## src/rtl/swg_pkg.sv

```systemverilog
package swg_pkg;

   // Register addresses on the write port
   localparam int unsigned ADR_H_LO = 0;
   localparam int unsigned ADR_H_HI = 1;
   localparam int unsigned ADR_V_LO = 2;
   localparam int unsigned ADR_V_HI = 3;
   localparam int unsigned ADR_CTL  = 4;

   // Control word layout; bit order is the decode order
   typedef struct packed {
      logic pol;
      logic and_sel;
      logic or_sel;
      logic xor_sel;
   } swg_ctl_t;

   localparam int unsigned CTL_BITS = $bits(swg_ctl_t);
   localparam swg_ctl_t CTL_RST = '{pol: 1'b1, and_sel: 1'b0, or_sel: 1'b0, xor_sel: 1'b0};

   typedef enum logic [1:0] {
      OP_H_ONLY = 2'd0,
      OP_XOR    = 2'd1,
      OP_OR     = 2'd2,
      OP_AND    = 2'd3
   } swg_op_e;

   // Priority pick: AND over OR over XOR, else horizontal alone
   function automatic swg_op_e swg_pick_op(swg_ctl_t c);
      if (c.and_sel)      return OP_AND;
      else if (c.or_sel)  return OP_OR;
      else if (c.xor_sel) return OP_XOR;
      else                return OP_H_ONLY;
   endfunction

endpackage

```

## src/rtl/swg_shadow.sv

```systemverilog
// Staged setting with a line-boundary transfer into the working copy.
module swg_shadow #(
   parameter int unsigned W = 16,
   parameter logic [W-1:0] RST_VAL = '0
) (
   input  logic         clk_i,
   input  logic         rst_ni,
   input  logic         wr_i,
   input  logic [W-1:0] d_i,
   input  logic         load_i,
   output logic [W-1:0] use_o,
   output logic [W-1:0] act_o
);

   logic [W-1:0] stg_q;
   logic [W-1:0] act_q;

   always_ff @(posedge clk_i or negedge rst_ni) begin
      if (!rst_ni) begin
         stg_q <= RST_VAL;
      end else if (wr_i) begin
         stg_q <= d_i;
      end
   end

   always_ff @(posedge clk_i or negedge rst_ni) begin
      if (!rst_ni) begin
         act_q <= RST_VAL;
      end else if (load_i) begin
         act_q <= stg_q;
      end
   end

   // On the boundary cycle the staged value is already in force
   assign use_o = load_i ? stg_q : act_q;
   assign act_o = act_q;

endmodule

```

## src/rtl/swg_cfg_regs.sv

```systemverilog
module swg_cfg_regs
   import swg_pkg::*;
#(
   parameter int unsigned HW = 16,
   parameter int unsigned VW = 15,
   parameter int unsigned DW = 16,
   parameter int unsigned AW = 3,
   localparam int unsigned ACT_W = 2*HW + 2*VW + CTL_BITS
) (
   input  logic             clk_i,
   input  logic             rst_ni,
   input  logic             wr_en_i,
   input  logic [AW-1:0]    wr_addr_i,
   input  logic [DW-1:0]    wr_data_i,
   input  logic             line_start_i,
   output logic [HW-1:0]    h_lo_o,
   output logic [HW-1:0]    h_hi_o,
   output logic [VW-1:0]    v_lo_o,
   output logic [VW-1:0]    v_hi_o,
   output swg_ctl_t         ctl_o,
   output logic [ACT_W-1:0] act_all_o
);

   localparam int unsigned NREG = 5;

   logic [NREG-1:0] sel;
   logic [HW-1:0]   h_lo_a, h_hi_a;
   logic [VW-1:0]   v_lo_a, v_hi_a;
   logic [CTL_BITS-1:0] ctl_use, ctl_a;

   // One-hot address decode
   always_comb begin
      sel = '0;
      if (wr_en_i) begin
         if (wr_addr_i == AW'(ADR_H_LO)) sel[0] = 1'b1;
         if (wr_addr_i == AW'(ADR_H_HI)) sel[1] = 1'b1;
         if (wr_addr_i == AW'(ADR_V_LO)) sel[2] = 1'b1;
         if (wr_addr_i == AW'(ADR_V_HI)) sel[3] = 1'b1;
         if (wr_addr_i == AW'(ADR_CTL))  sel[4] = 1'b1;
      end
   end

   // Upper data bits beyond each field are reserved and dropped
   swg_shadow #(.W(HW), .RST_VAL('0)) i_h_lo (
      .clk_i, .rst_ni, .wr_i(sel[0]), .d_i(wr_data_i[HW-1:0]),
      .load_i(line_start_i), .use_o(h_lo_o), .act_o(h_lo_a));

   swg_shadow #(.W(HW), .RST_VAL('0)) i_h_hi (
      .clk_i, .rst_ni, .wr_i(sel[1]), .d_i(wr_data_i[HW-1:0]),
      .load_i(line_start_i), .use_o(h_hi_o), .act_o(h_hi_a));

   swg_shadow #(.W(VW), .RST_VAL('0)) i_v_lo (
      .clk_i, .rst_ni, .wr_i(sel[2]), .d_i(wr_data_i[VW-1:0]),
      .load_i(line_start_i), .use_o(v_lo_o), .act_o(v_lo_a));

   swg_shadow #(.W(VW), .RST_VAL('0)) i_v_hi (
      .clk_i, .rst_ni, .wr_i(sel[3]), .d_i(wr_data_i[VW-1:0]),
      .load_i(line_start_i), .use_o(v_hi_o), .act_o(v_hi_a));

   swg_shadow #(.W(CTL_BITS), .RST_VAL(CTL_RST)) i_ctl (
      .clk_i, .rst_ni, .wr_i(sel[4]), .d_i(wr_data_i[CTL_BITS-1:0]),
      .load_i(line_start_i), .use_o(ctl_use), .act_o(ctl_a));

   assign ctl_o     = swg_ctl_t'(ctl_use);
   assign act_all_o = {h_lo_a, h_hi_a, v_lo_a, v_hi_a, ctl_a};

endmodule

```

## src/rtl/swg_window.sv

```systemverilog
// Half-open range test: lo <= pos < hi
module swg_window #(
   parameter int unsigned W = 16
) (
   input  logic [W-1:0] pos_i,
   input  logic [W-1:0] lo_i,
   input  logic [W-1:0] hi_i,
   output logic         hit_o
);

   logic ge_lo;
   logic lt_hi;

   assign ge_lo = (pos_i >= lo_i);
   assign lt_hi = (pos_i <  hi_i);
   assign hit_o = ge_lo & lt_hi;

endmodule

```

## src/rtl/swg_combine.sv

```systemverilog
module swg_combine
   import swg_pkg::*;
(
   input  logic     clk_i,
   input  logic     rst_ni,
   input  logic     h_hit_i,
   input  logic     v_hit_i,
   input  swg_ctl_t ctl_i,
   output logic     strobe_o
);

   swg_op_e op;
   logic    merged;
   logic    strobe_q;

   assign op = swg_pick_op(ctl_i);

   always_comb begin
      unique case (op)
         OP_AND:  merged = h_hit_i & v_hit_i;
         OP_OR:   merged = h_hit_i | v_hit_i;
         OP_XOR:  merged = h_hit_i ^ v_hit_i;
         default: merged = h_hit_i;
      endcase
   end

   always_ff @(posedge clk_i or negedge rst_ni) begin
      if (!rst_ni) begin
         strobe_q <= CTL_RST.pol;
      end else begin
         strobe_q <= merged ^ ctl_i.pol;
      end
   end

   assign strobe_o = strobe_q;

endmodule

```

## src/rtl/sync_window_gen.sv

```systemverilog
module sync_window_gen
   import swg_pkg::*;
#(
   parameter int unsigned HW        = 16,
   parameter int unsigned VW        = 15,
   parameter int unsigned DW        = 16,
   parameter int unsigned AW        = 3,
   parameter bit          INTERLACE = 1'b1,
   parameter int unsigned LINE_OFS  = 263
) (
   input  logic          clk_i,
   input  logic          rst_ni,
   input  logic [HW-1:0] pix_cnt_i,
   input  logic [VW-1:0] line_cnt_i,
   input  logic          field_i,
   input  logic          wr_en_i,
   input  logic [AW-1:0] wr_addr_i,
   input  logic [DW-1:0] wr_data_i,
   output logic          strobe_o
);

   localparam int unsigned ACT_W = 2*HW + 2*VW + CTL_BITS;

   // Elaboration-time parameter checks
   if (HW < 2 || HW > DW) begin : g_bad_hw
      $error("sync_window_gen: HW must be in 2..DW");
   end
   if (VW < 2 || VW + 1 > DW) begin : g_bad_vw
      $error("sync_window_gen: VW must be in 2..DW-1");
   end
   if (CTL_BITS > DW) begin : g_bad_dw
      $error("sync_window_gen: DW too narrow for control word");
   end
   if ((1 << AW) <= ADR_CTL) begin : g_bad_aw
      $error("sync_window_gen: AW too narrow for register map");
   end
   if (INTERLACE && (LINE_OFS >= (1 << VW))) begin : g_bad_ofs
      $error("sync_window_gen: LINE_OFS exceeds line range");
   end

   logic            line_start;
   logic [HW-1:0]   h_lo, h_hi;
   logic [VW-1:0]   v_lo, v_hi;
   swg_ctl_t        ctl;
   logic [ACT_W-1:0] act_all;
   logic [VW-1:0]   eff_line;
   logic            h_hit, v_hit;

   assign line_start = (pix_cnt_i == '0);

   swg_cfg_regs #(.HW(HW), .VW(VW), .DW(DW), .AW(AW)) i_cfg (
      .clk_i, .rst_ni, .wr_en_i, .wr_addr_i, .wr_data_i,
      .line_start_i(line_start),
      .h_lo_o(h_lo), .h_hi_o(h_hi), .v_lo_o(v_lo), .v_hi_o(v_hi),
      .ctl_o(ctl), .act_all_o(act_all));

   // Second-field line numbers fold onto first-field numbering
   if (INTERLACE) begin : g_ilace
      localparam logic [VW-1:0] OFS_V = VW'(LINE_OFS);
      always_comb begin
         if (!field_i)               eff_line = line_cnt_i;
         else if (line_cnt_i >= OFS_V) eff_line = line_cnt_i - OFS_V;
         else                        eff_line = '1;  // never inside a window
      end
   end else begin : g_prog
      logic unused_field;
      assign unused_field = field_i;
      assign eff_line     = line_cnt_i;
   end

   swg_window #(.W(HW)) i_h_win (
      .pos_i(pix_cnt_i), .lo_i(h_lo), .hi_i(h_hi), .hit_o(h_hit));

   swg_window #(.W(VW)) i_v_win (
      .pos_i(eff_line), .lo_i(v_lo), .hi_i(v_hi), .hit_o(v_hit));

   swg_combine i_comb (
      .clk_i, .rst_ni, .h_hit_i(h_hit), .v_hit_i(v_hit),
      .ctl_i(ctl), .strobe_o(strobe_o));

endmodule

```

## config.mk

```make
export PLATFORM = sky130hd
export DESIGN_NAME = sync_window_gen
export DESIGN_NICKNAME = d
export VERILOG_FILES = /design/src/rtl/swg_pkg.sv /design/src/rtl/swg_shadow.sv /design/src/rtl/swg_cfg_regs.sv /design/src/rtl/swg_window.sv /design/src/rtl/swg_combine.sv /design/src/rtl/sync_window_gen.sv
export SDC_FILE = /design/constraint.sdc
export NUM_CORES = 1
export LEC_CHECK = 0
export BUFFER_PORTS_ARGS = -buffer_cell sky130_fd_sc_hd__buf_2
export CORE_ASPECT_RATIO = 2
export CORE_MARGIN = 1.5
export CORE_UTILIZATION = 47
export CTS_CLUSTER_SIZE = 24
export DETAILED_ROUTE_END_ITERATION = 10
export PLACE_DENSITY = 0.64
export SLEW_MARGIN = 0
export SYNTH_ARGS = -nofsm -noshare
export SYNTH_HDL_FRONTEND = slang
export SYNTH_SLANG_ARGS = --single-unit
```

## constraint.sdc

```tcl
create_clock -name clk_i -period 5.9 [get_ports clk_i]
set_input_delay 1.18 -clock clk_i [delete_from_list [all_inputs] [get_ports clk_i]]
set_output_delay 1.18 -clock clk_i [all_outputs]
set_load 0.03 [all_outputs]
```

Word-level counts from Yosys, hierarchy flattened
Index checks and enable logic that the tools add are counted.
{ "totals": {"regBits": 133, "in_bits": 54, "out_inout_bits": 1, "word_cells": 49} }
{ "classes": {"n_addsub": 1, "order_cmp": 5, "eq_ne": 7, "n_mux": 17, "n_bitwise": 6, "reduce_logical": 2} }
{ "ops": {"columns": ["op", "n"], "rows": [
  ["2-to-1 mux 15 bit", 4],
  ["2-to-1 mux 16 bit", 2],
  ["greater-or-equal comparator 16 bit", 1],
  ["zero test 16 bit", 1],
  ["< comparator 16 bit", 1],
  ["greater-or-equal comparator 15 bit", 1],
  ["greater-or-equal comparator 15 x 9 -> 1 bit (second input constant)", 1],
  ["< comparator 15 bit", 1],
  ["subtractor 15 x 9 -> 15 bit (second input constant)", 1],
  ["== test 3 x 2 -> 1 bit (second input constant)", 2],
  ["2-to-1 mux 1 bit", 6],
  ["2-to-1 mux 5 bit", 1],
  ["== test 2 bit (second input constant)", 2],
  ["2-to-1 mux 2 bit", 2],
  ["2-to-1 mux 4 bit", 1],
  ["bitwise AND 1 bit", 3],
  ["== test 3 x 1 -> 1 bit (second input constant)", 1],
  ["== test 3 bit (second input constant)", 1],
  ["zero test 3 bit", 1],
  ["case mux 1 bit (3 select lines)", 1],
  ["== test 2 x 1 -> 1 bit (second input constant)", 1],
  ["bitwise XOR 1 bit", 2],
  ["OR 1 bit", 1]
]} }

Longest topological paths before layout
Gate-level depths: netlist of the first run.
{ "logic_depth": {"depth_word": 8, "depth_mapped": 21} }

Modules after synthesis
Synthesis of the first run repeated with hierarchy kept, for this count alone.
{ "hier_totals": {"hier_cells": 565, "area_unflattened_um2": 7449.6} }
{ "modules_own_cells": {"columns": ["mod", "instances", "cells_per_inst", "area_each_um2", "seq_area_each_um2"], "rows": [
  ["swg_shadow at i_cfg.i_h_hi ...", 2, 68, 1298.7, 800.8],
  ["swg_shadow at i_cfg.i_v_hi ...", 2, 64, 1226.2, 750.7],
  ["swg_window at i_h_win", 1, 105, 795.8, 0.0],
  ["swg_window at i_v_win", 1, 101, 703.2, 0.0],
  ["sync_window_gen", 1, 59, 404.1, 0.0],
  ["swg_shadow at i_cfg.i_ctl", 1, 16, 292.8, 202.7],
  ["swg_combine", 1, 15, 140.1, 26.3],
  ["swg_cfg_regs", 1, 5, 63.8, 0.0]
]} }

Worst setup path after synthesis of the first run
OpenSTA, ideal clock, no wires.
{ "synth_path": {"path_kind": "input-to-reg", "start": "input pix_cnt_i[15]", "end": "register i_comb.strobe_q, in the netlist i_comb.strobe_o", "setup_ps": 82, "arrival_ps": 4844, "required_ps": 5818, "slack_ps": 975, "cell_stages": 18, "path_cell_list": "nor4_1 > nand4_1 > clkbuf_1 > buf_2 > mux2i_1 > ha_1 > and4_1 > nand2_1 > or4_1 > a311oi_1 > o21a_1 > ha_1 > a21o_1 > a21oi_1 > mux2i_1 > o211ai_1 > o31ai_1 > nor3_1"} }
{ "synth_via": {"elab_chain_cells": 8, "word_cells_on_any_way": 23, "classes_between": "order compare (4); eq/ne (3); mux (9); bitwise (6); reduce/logical (1)"} }
{ "synth_lines": {"columns": ["element", "line", "text"], "rows": [
  ["start, declared", "sync_window_gen.sv:13", "input logic [HW-1:0] pix_cnt_i,"],
  ["branches (longest 7 deep; another with greater-or-equal comparator 16 bit)", null, null],
  ["bitwise XOR 1 bit (*)", "swg_combine.sv:31", "strobe_q <= merged ^ ctl_i.pol;"],
  ["end signal, assigned", "swg_combine.sv:29", "strobe_q <= CTL_RST.pol;"],
  ["end signal, assigned", "swg_combine.sv:31", null],
  ["end, declared", "swg_combine.sv:14", "logic strobe_q;"]
]} }
Every way passes the cells marked *.
A chain may end at the register's enable or synchronous reset.

Worst setup path after layout of the first run
{ "layout_path": {"start": "input line_cnt_i[10]", "end": "register i_comb.strobe_q, in the netlist i_comb.strobe_o"} }
{ "layout_via": {"elab_chain_cells": 8, "word_cells_on_any_way": 12, "classes_between": "add/sub (1); order compare (3); mux (3); bitwise (5)"} }
{ "layout_lines": {"columns": ["element", "line", "text"], "rows": [
  ["start, declared", "sync_window_gen.sv:14", "input logic [VW-1:0] line_cnt_i,"],
  ["subtractor 15 x 9 -> 15 bit / greater-or-equal comparator 15 x 9 -> 1 bit (equally long branches)", "sync_window_gen.sv:62", "else if (line_cnt_i >= OFS_V) eff_line = line_cnt_i - OFS_V;"],
  ["2-to-1 mux 15 bit", "sync_window_gen.sv:62", null],
  ["2-to-1 mux 15 bit (*)", "sync_window_gen.sv:61", "if (!field_i) eff_line = line_cnt_i;"],
  ["greater-or-equal comparator 15 bit / < comparator 15 bit (equally long branches)", "swg_window.sv:14, swg_window.sv:15", null],
  ["bitwise AND 1 bit (*)", "swg_window.sv:16", "assign hit_o = ge_lo & lt_hi;"],
  ["bitwise XOR 1 bit (tied with other cells)", "swg_combine.sv:22", "OP_XOR: merged = h_hit_i ^ v_hit_i;"],
  ["case mux 1 bit (3 select lines) (*)", "swg_combine.sv:19", "unique case (op)"],
  ["bitwise XOR 1 bit (*)", "swg_combine.sv:31", null]
]} }
Mark *: on every way between the ends. The rest lies on a longest branch, timed or not.

==> impl_metrics.json, run 1 <==
{
  "finalCriticalPeriod_ns": 5.23,
  "hpwl_um": 11400,
  "fin_ws_ns": 0.673,
  "worstPathArrival_ns": 5.54,
  "switching_share_pct": 23.3,
  "combPwrFrac_pct": 10.6,
  "cts_setup_buffers": 0,
  "synth_ff_type": "dfrtp_1",
  "required_ns": 6.22,
  "worst_setup_path_end_kind": "register",
  "routed_via_density": 5.48,
  "hold_viol_final": 0,
  "power.switching_w": 0.000569,
  "start_kind": "input port",
  "path_depth": 20,
  "nFillCells": 1265,
  "yosysWarnings": 0,
  "yosys.area.top_type_share_pct": 46.8,
  "diodes": 0,
  "dr.pass1.iters": 4,
  "coreArea_um2": 14400,
  "synthArstFlopShare_pct": 100,
  "chipWidth_um": 89.0,
  "port_buffers": 54,
  "antenna_left": 0,
  "ctsHoldBuffers": 0,
  "final_cell_area_um2": 8120,
  "cp_slowest_cell": "or4_1",
  "antenna_found_initial": 0,
  "synth_xor_area_share_pct": 0.755,
  "syn_avg_cell_area_um2": 11.8,
  "area_growth_pct": 16.7,
  "p_clk_share_pct": 45.7,
  "cts.clk_slew.worst_paths_ns": 0.05,
  "die_h_um": 175,
  "yosys.area_share.adder_pct": 11.3,
  "fin_skew_ns": 0.00981,
  "start_util_pct": 48.2,
  "fin_nets": 773,
  "grtUsageTotal_pct": 21.2,
  "path_buf_inv": 1,
  "gp_congestion": 0.883,
  "cts_buffers": 17,
  "fmax_ghz": 0.191,
  "rsz0062_at_grt": "false",
  "synth.distinct_cells": 52,
  "critPathMaxFanout": 9,
  "cts_root_buf": "clkbuf_16",
  "cts_max_level": 4,
  "synth-simple-area-share_pct": 6.53,
  "cpLargestDelayFamily": "simple AND/OR/NAND/NOR gates",
  "dp.cells": 829,
  "num_vias": 4710,
  "p_int_w": 0.00188,
  "holdWs_ns": 0.477,
  "cts-resized-gates": 0,
  "cp_slowest_stage_delay_ns": 0.55,
  "finalMaxSlewViolations": 0,
  "num_rows": 62,
  "finalNonFillerCells": 860,
  "post-route-period-util_pct": 88.6,
  "clk_path_buf_depth": 2,
  "p_leak_nw": 4.51,
  "wl_per_cell_um": 17.5,
  "drt_iter0_drc": 186,
  "post-synth-top-area-cell": "dfrtp_1",
  "relSlewSlack_pct": 34.7,
  "synth_area_leaders": "dfrtp_1, ha_1, mux2i_1",
  "power_frac_seq_pct": 43.7,
  "yosys-mux-area-fraction_pct": 20.8,
  "tightestPinTransition_ns": 0.980,
  "die_area_um2": 15600,
  "power_density_nw_per_um2": 301,
  "status": "completed",
  "cts_tree": "built",
  "yosysMostFrequentCell": "dfrtp_1",
  "grt_max_degree": 81,
  "dpl_cell_area_um2": 7490,
  "setup_tns_ns": 0,
  "yosysSeqAreaShare_pct": 47.9,
  "grt_pass1_wl_um": 24900,
  "place_ws_ns": 0.351,
  "synthTopCellsByCount": "dfrtp_1, ha_1, inv_1",
  "synth_compound_area_share_pct": 8.38,
  "clock-sinks": 133,
  "grt_pass1_vias": 5105,
  "overflow": 0,
  "cp_cell_sequence": "buf_2 -> or4_1 -> or2_1 -> nor3_2 -> nand2b_1 -> a21boi_1 -> ha_1 -> nand4_1 -> nor2_1 -> nor4_1 -> or4_1 -> a311oi_1 -> o21a_1 -> ha_1 -> a21o_1 -> a21oi_1 -> mux2i_1 -> o211ai_1 -> o31ai_1 -> nor3_1",
  "synth-edff-count": 0,
  "clk_latency_ns": 0.41,
  "synth_area_um2": 6960,
  "totalWireLength_um": 15000,
  "syn-num-nets": 705,
  "cap_viol_max_count": 0,
  "worstRegToRegCells": 14,
  "synth_top_family_by_area": "multiplexers",
  "vdd_ir_drop_max_mv": 0.167,
  "ys_seq_elements": 133,
  "drc": 0,
  "drive_gt1_share_pct": 22.2,
  "crit_type": "in -> reg",
  "synthCells": 588,
  "min_delay_path_depth": 1,
  "finalSetupViolCount": 0,
  "ios": 55,
  "holdCritPathClass": "reg -> reg"
}
==> worst paths after layout <==
| path | startpoint | to | slack (ns) |
|---|---|---|---|
| min in group asynchronous | rst_ni | i_cfg.i_h_lo.act_o[2] | 0.93 |
| max | line_cnt_i[10] | i_comb.strobe_o | 0.67 |
| min reg2reg | i_cfg.i_h_lo.stg_q[0] | i_cfg.i_h_lo.stg_q[0] | 0.48 |
| min | i_cfg.i_h_lo.stg_q[0] | i_cfg.i_h_lo.stg_q[0] | 0.48 |
| max reg2reg | i_cfg.i_v_lo.stg_q[14] | i_comb.strobe_o | 2.43 |
| max in group asynchronous | rst_ni | i_cfg.i_h_hi.stg_q[5] | 3.71 |
==> worst reg2reg max path: stages (launching register included) <==
cell and delay, ns:
dfrtp_1 0.38, mux2i_1 0.30, ha_1 0.22, and4_1 0.24
nand2_1 0.09, or4_1 0.52, a311oi_1 0.37, o21a_1 0.19
ha_1 0.24, a21o_1 0.17, a21oi_1 0.15, mux2i_1 0.12
o211ai_1 0.11, o31ai_1 0.09, nor3_1 0.19
==> cell usage in the layout, fill, tap and decap left out, drive strengths merged, types with 6 or more instances in the layout <==
cell type / instances
dfrtp: 130
mux2: 78
inv: 66
ha: 63
buf: 62
mux2i: 57
nor2: 20
clkbuf: 20
o21ai: 18
a21oi: 17
nand2: 14
nand4: 10
nor3: 9
o21a: 8
a21o: 7
nor4: 6
nor2b: 6
nand3: 6
nand2b: 6
==> power groups by stage <==
stage	clock network [W]	logic [W]	registers [W]
6_report	0.00112	0.000259	0.00107
5_1_grt	0.00118	0.000294	0.00108
4_1_cts	0.00113	0.000263	0.00107
3_5_place_dp	0	0.000261	0.00108
3_3_place_gp	0	0.000250	0.00108
2_1_floorplan	0	0.000170	0.00107
==> sequential cells by signal (all words and copies together) (netlist names) <==
register / flops
i_cfg.i_ctl.act_o: 4
i_comb.strobe_o: 1
i_cfg.i_h_lo.act_o: 16
i_cfg.i_h_lo.stg_q: 16
i_cfg.i_v_hi.act_o: 15
i_cfg.i_h_hi.act_o: 16
i_cfg.i_v_lo.stg_q: 15
i_cfg.i_v_hi.stg_q: 15
i_cfg.i_ctl.stg_q: 4
i_cfg.i_v_lo.act_o: 15
i_cfg.i_h_hi.stg_q: 16
==> cell type report <==
| type | count | area [um^2] | area share, % |
|---|---|---|---|
| Multi-Input combinational cell | 377 | 3330 | 41.0 |
| Clock inverter | 11 | 175 | 2.16 |
| Clock buffer | 20 | 457 | 5.62 |
| Sequential cell | 133 | 3330 | 41.0 |
| Inverter | 65 | 244 | 3.00 |
| Timing Repair Buffer | 62 | 345 | 4.25 |
| Tap cell | 192 | 240 | 2.96 |
==> metal layers <==
| layer | wire length [um] | track usage, % | vias to the layer above |
|---|---|---|---|
| li1 | - | - | 2243 |
| met1 | 5780 | 23.2 | 2340 |
| met2 | 8330 | 38.7 | 94 |
| met3 | 418 | 3.45 | 33 |
| met4 | 513 | 9.29 | 0 |
| met5 | 0 | 0 | - |
==> cells by family (layout without fill, tap and decap cells) <==
logic type	Yosys count	in the layout
flip-flops	133	133
AND/OR/NAND/NOR	86	86
AO/OA/AOI/OAI	87	87
buffers and inverters	78	158
adder cells (fa/ha/maj)	63	63
XOR/XNOR	6	6
multiplexers	135	135
==> per-stage QoR <==
step           utilization (%)  total power [W]
2_1_floorplan                -          0.00124
3_3_place_gp              51.9          0.00133
3_5_place_dp              51.9          0.00135
4_1_cts                   56.3          0.00246
5_1_grt                   56.3          0.00256
6_report                  56.3          0.00245
No activity file was read; power rests on OpenSTA's default activity.
==> run 2, diff against run 1 <==
--- a/config.mk
+++ b/config.mk
@@ -11,6 +11,7 @@
 export CORE_UTILIZATION = 47
 export CTS_CLUSTER_SIZE = 24
 export DETAILED_ROUTE_END_ITERATION = 10
+export GPL_TIMING_DRIVEN = 0
 export PLACE_DENSITY = 0.64
 export SLEW_MARGIN = 0
 export SYNTH_ARGS = -nofsm -noshare
==> run 2 against run 1 <==
Fmax down 3.8%. Non-clock buffer count up 6. Critical path depth down 2. Die area unchanged. Largest power group unchanged. Highest routed layer unchanged.
==> impl_metrics.json, run 2 (same netlist as run 1, synthesis figures left out) <==
{
  "drt_iter0_drc": 149,
  "cpLargestDelayFamily": "simple AND/OR/NAND/NOR gates",
  "clk_latency_ns": 0.42,
  "worstPathArrival_ns": 5.77,
  "finalSetupViolCount": 0,
  "grt_pass1_wl_um": 25300,
  "grt_pass1_vias": 5147,
  "coreArea_um2": 14400,
  "rsz0062_at_grt": "false",
  "r2r_end": "i_comb.strobe_o",
  "endpoint": "i_comb.strobe_o",
  "num_rows": 62,
  "fin_nets": 779,
  "tightestPinTransition_ns": 0.874,
  "p_leak_nw": 4.52,
  "wl_per_cell_um": 18.3,
  "ios": 55,
  "worst_setup_path_end_kind": "register",
  "cts_tree": "built",
  "hpwl_um": 12100,
  "grt_max_degree": 102,
  "cp_slowest_cell": "or4_1",
  "diodes": 0,
  "clk_path_buf_depth": 2,
  "crit_start": "pix_cnt_i[12]",
  "start_util_pct": 48.2,
  "cp_slowest_stage_delay_ns": 0.52,
  "totalWireLength_um": 15900,
  "hold_viol_final": 0,
  "path_depth": 18,
  "post-route-util_pct": 56.5,
  "power_density_nw_per_um2": 305,
  "cts_max_level": 4,
  "vdd_ir_drop_max_mv": 0.185,
  "grtUsageTotal_pct": 22.2,
  "antenna_left": 0,
  "cp_cell_sequence": "buf_2 -> nor4_1 -> nand4_1 -> clkbuf_1 -> buf_2 -> mux2i_1 -> ha_1 -> and4_1 -> nand2_1 -> or4_1 -> a311oi_1 -> o21a_1 -> ha_1 -> a21o_1 -> a21oi_1 -> mux2i_1 -> a311oi_1 -> nor3_1",
  "layout_common_cells": "dfrtp_1, ha_1, inv_1",
  "post-route-period-util_pct": 92.0,
  "worstRegToRegCells": 14,
  "clock-sinks": 133,
  "overflow": 0,
  "critPathMaxFanout": 10,
  "ctsHoldBuffers": 0,
  "start_kind": "input port",
  "fmax_ghz": 0.184,
  "port_buffers": 53,
  "required_ns": 6.24,
  "antenna_found_initial": 0,
  "cts.clk_slew.worst_paths_ns": 0.06,
  "dr.pass1.iters": 6,
  "path_buf_inv": 3,
  "cts_root_buf": "clkbuf_16",
  "relSlewSlack_pct": 41.5,
  "status": "completed",
  "gp_congestion": 0.890,
  "finalCriticalPeriod_ns": 5.43,
  "die_area_um2": 15600,
  "chipWidth_um": 89.0,
  "total_power_w": 0.00249,
  "fin_skew_ns": 0.00527,
  "die_h_um": 175,
  "reg2reg_from": "i_cfg.i_v_lo.stg_q[0]",
  "cts_setup_buffers": 0,
  "drc": 0,
  "drive_gt1_share_pct": 21.9,
  "finalMaxSlewViolations": 0,
  "cts_buffers": 17,
  "area_growth_pct": 17.2,
  "cts-resized-gates": 0,
  "layout_commonest_cell": "dfrtp_1",
  "routed_via_density": 5.48,
  "nFillCells": 1276,
  "num_vias": 4748,
  "holdCritPathClass": "reg -> reg",
  "crit_type": "in -> reg",
  "r2r_setup_slack_ns": 2.30,
  "cap_viol_max_count": 0
}
==> run 2: worst register-to-register path, cell delays in order (launching register included) <==
cell	delay, ns
dfrtp_1	0.38
mux2_1	0.31
ha_1	0.29
nand4_1	0.14
nor2_1	0.16
nor4_1	0.06
or4_1	0.40
a311oi_1	0.48
o21a_1	0.21
ha_1	0.24
a21o_1	0.17
a21oi_1	0.13
mux2i_1	0.10
a311oi_1	0.34
nor3_1	0.12
==> run 2: final cells by class <==
cell class	instances	area, um^2	share of cell area (%)
clock inverters	14	208	2.55
well taps	192	240	2.95
clock buffers	18	439	5.39
plain buffers	13	55.1	0.675
multi-input cells	377	3330	40.8
flip-flops and latches	133	3330	40.9
inverters	65	244	2.99
repair buffers	55	307	3.76
==> run 2: through the flow <==
stage / std cells / setup TNS, ns / hold WS [ns] / worst slack [ns] / instance area [um^2]
final: 867 / 0 / 0.483 / 0.469 / 8150
after global routing: 867 / 0 / 0.499 / 0.133 / 8150
after detailed placement: 834 / -0.310 / 0.471 / -0.310 / 7500
after CTS: 866 / 0 / 0.484 / 0.100 / 8140
after global placement: 833 / -0.287 / 0.463 / -0.287 / 7460
after floorplan: 588 / 0 / 0.450 / 0.975 / 6960
==> run 2: power breakdown <==
group | switching [W] | internal (W) | leakage [nW]
combinational | 0.000129 | 0.000135 | 2.49
clock | 0.000398 | 0.000757 | 0.315
sequential | 0.0000542 | 0.00101 | 1.72
==> run 2: worst min path at each step <==
stage | start | end | slack, ns | cells after the start
CTS | i_cfg.i_h_lo.stg_q[0] | i_cfg.i_h_lo.stg_q[0] | 0.48 | 1
global route | i_cfg.i_h_hi.stg_q[11] | i_cfg.i_h_hi.stg_q[11] | 0.50 | 1
global placement | i_cfg.i_h_lo.stg_q[0] | i_cfg.i_h_lo.stg_q[0] | 0.46 | 1
finish | i_cfg.i_h_lo.stg_q[0] | i_cfg.i_h_lo.stg_q[0] | 0.48 | 1
detailed placement | i_cfg.i_h_lo.stg_q[0] | i_cfg.i_h_lo.stg_q[0] | 0.47 | 1
floorplan | i_cfg.i_h_lo.stg_q[0] | i_cfg.i_h_lo.stg_q[0] | 0.45 | 1
==> run 2: routing by layer <==
layer / wire (um) / share of wire (%) / track usage (%) / vias up
li1: - / - / - / 2252
met1: 5930 / 37 / 23.2 / 2349
met2: 8940 / 56 / 40.8 / 111
met3: 416 / 2.6 / 4.53 / 36
met4: 623 / 3.9 / 10.6 / 0
met5: 0 / 0 / 0 / -
==> run 3, diff against run 2 <==
--- a/config.mk
+++ b/config.mk
@@ -5,7 +5,7 @@
 export SDC_FILE = /design/constraint.sdc
 export NUM_CORES = 1
 export LEC_CHECK = 0
-export BUFFER_PORTS_ARGS = -buffer_cell sky130_fd_sc_hd__buf_2
+export BUFFER_PORTS_ARGS = -buffer_cell sky130_fd_sc_hd__buf_4
 export CORE_ASPECT_RATIO = 2
 export CORE_MARGIN = 1.5
 export CORE_UTILIZATION = 47
@@ -16,4 +16,5 @@
 export SLEW_MARGIN = 0
 export SYNTH_ARGS = -nofsm -noshare
 export SYNTH_HDL_FRONTEND = slang
+export SYNTH_HIERARCHICAL = 1
 export SYNTH_SLANG_ARGS = --single-unit
==> run 3 against run 2 <==
Final cell count down 1.6%. Combinational power up 17%. Sequential cell count unchanged. Cell area up 7.2%. Synthesized area up 7.1%. Count of clock-buffer cells in the layout down 1. Largest cell class is now multi-input combinational cells. Highest routed layer unchanged.
==> impl_metrics.json, run 3 <==
{
  "yosysMostFrequentCell": "dfrtp_1",
  "status": "completed",
  "cts_buffers": 17,
  "drive_gt1_share_pct": 38.3,
  "ys_seq_elements": 133,
  "gp_congestion": 0.876,
  "yosys.area.top_type_share_pct": 43.7,
  "die_h_um": 181,
  "critPathMaxFanout": 8,
  "synth_area_um2": 7450,
  "r2r_end": "i_comb/strobe_o",
  "cts_max_level": 4,
  "finalCriticalPeriod_ns": 5.12,
  "syn-num-nets": 682,
  "area_growth_pct": 17.3,
  "cts-resized-gates": 0,
  "coreArea_um2": 15600,
  "clock-sinks": 133,
  "fmax_ghz": 0.195,
  "p_leak_nw": 3.97,
  "fin_nets": 756,
  "synth_ff_type": "dfrtp_1",
  "hold_viol_final": 0,
  "layout_commonest_cell": "dfrtp_1",
  "overflow": 0,
  "layout_common_cells": "dfrtp_1, mux2_4, ha_1, inv_1, buf_4",
  "start_util_pct": 47.7,
  "worst_setup_path_end_kind": "register",
  "wl_per_cell_um": 17.7,
  "finalSetupViolCount": 0,
  "min_from": "i_cfg/i_h_hi/act_o[10]",
  "grt_pass1_wl_um": 25300,
  "yosysSeqAreaShare_pct": 44.7,
  "cts_root_buf": "clkbuf_16",
  "grtUsageTotal_pct": 19.7,
  "cts.clk_slew.worst_paths_ns": 0.06,
  "rsz0062_at_grt": "false",
  "fin_skew_ns": 0.00469,
  "cts_setup_buffers": 0,
  "vdd_ir_drop_max_mv": 0.203,
  "synthCells": 565,
  "synthArstFlopShare_pct": 100,
  "finalMaxSlewViolations": 0,
  "grt_pass1_vias": 4844,
  "routed_via_density": 5.21,
  "antenna_found_initial": 0,
  "cap_viol_max_count": 0,
  "clk_latency_ns": 0.41,
  "holdCritPathClass": "reg -> reg",
  "drc": 0,
  "setup_tns_ns": 0,
  "synth-edff-count": 0,
  "worstRegToRegCells": 12,
  "dr.pass1.iters": 4,
  "synthTopCellsByCount": "dfrtp_1, mux2_4, ha_1, inv_1, mux2_2",
  "totalWireLength_um": 15100,
  "clk_path_buf_depth": 2,
  "post-route-period-util_pct": 86.8,
  "syn_avg_cell_area_um2": 13.2,
  "required_ns": 6.24,
  "synth.distinct_cells": 48,
  "hpwl_um": 11200,
  "num_vias": 4446,
  "chipWidth_um": 92.0,
  "start_kind": "input port",
  "grt_max_degree": 102,
  "power_density_nw_per_um2": 280,
  "tightestPinTransition_ns": 0.747,
  "worstPathArrival_ns": 5.47,
  "diodes": 0,
  "drt_iter0_drc": 171,
  "total_power_w": 0.00245,
  "r2r_setup_slack_ns": 2.50,
  "min_delay_path_depth": 1,
  "relSlewSlack_pct": 48.9,
  "whs_endpoint": "i_cfg/i_h_hi/act_o[10]",
  "num_rows": 65,
  "ios": 55,
  "antenna_left": 0,
  "synth_area_leaders": "dfrtp_1, mux2_4, ha_1",
  "die_area_um2": 16700,
  "cts_tree": "built",
  "crit_type": "in -> reg",
  "post-synth-top-area-cell": "dfrtp_1",
  "yosysWarnings": 6,
  "port_buffers": 54,
  "reg2reg_from": "i_cfg/i_h_hi/stg_q[1]",
  "ctsHoldBuffers": 0
}
-- run 3: cell types whose count changed after synthesis, sizes merged, moves of 5 or more --
cell     change
a2111oi      +6
and4bb       +5
buf         +12
clkbuf       -7
mux2        +54
mux2i       -54
nand2       +11
nor2        -11
nor2b        -6
o21a         -7
o21ai       -11
xor2         +7
-- run 3: kinds of logic (layout without fill, tap and decap cells) --
family          after synthesis  after routing  synth area share (%)
mux                         135            135                  24.4
flops                       133            133                  44.7
simple gates                 91             91                  7.39
buf+inv                      81            168                  6.73
fa+ha+maj                    63             63                  10.6
compound gates               48             48                  4.53
xor+xnor                     14             14                  1.65
-- run 3: stage by stage --
step,util (%),std cells,setup slack [ns],hold WS (ns),cell area [um^2]
after floorplan,-,565,1.30,0.468,7450
after global placement,51.9,820,0.417,0.477,8110
after detailed placement,52.1,821,0.429,0.479,8140
after CTS,56.0,853,0.732,0.493,8740
after global routing,56.0,853,0.543,0.500,8740
final,56.0,853,0.776,0.489,8740
-- run 3: worst max-delay path by stage --
stage	cells after the start	endpoint	from	slack [ns]
3_3_place_gp	18	i_comb/strobe_o	pix_cnt_i[9]	0.42
6_report	16	i_comb/strobe_o	pix_cnt_i[9]	0.78
5_1_grt	16	i_comb/strobe_o	pix_cnt_i[1]	0.54
2_1_floorplan	16	i_comb/strobe_o	line_cnt_i[4]	1.30
4_1_cts	16	i_comb/strobe_o	pix_cnt_i[9]	0.73
3_5_place_dp	18	i_comb/strobe_o	pix_cnt_i[9]	0.43
-- run 3: report_power, final --
group / switching, W / internal, W
sequential: 0.0000577 / 0.00102
combinational: 0.000124 / 0.000185
clock: 0.000402 / 0.000667
total: 0.000584 / 0.00187
-- run 3: per-layer routing --
metal,share of wire [%],track usage (%)
met1,43,24.9
met5,0,0
met2,52,33.7
met4,2.4,7.69
met3,1.9,2.95
-- run 3: critical path, stage by stage --
cell,delay (ns)
buf_4,0.12
nor4_1,0.32
and4_1,0.58
buf_6,0.22
mux2_2,0.35
inv_1,0.06
ha_1,0.22
a2111oi_0,0.67
nor4b_1,0.13
a21o_1,0.18
nor3_1,0.45
inv_1,0.09
ha_1,0.31
mux2i_1,0.18
mux2i_1,0.20
and3_1,0.18
-- run 3: final cells by class --
type	count	area, um^2
clock inverters	15	179
repair buffers	55	437
inverters	63	236
multi-input cells	351	3620
well taps	201	251
clock buffers	17	425
fillers	1312	6870
flip-flops and latches	133	3330
plain buffers	18	265
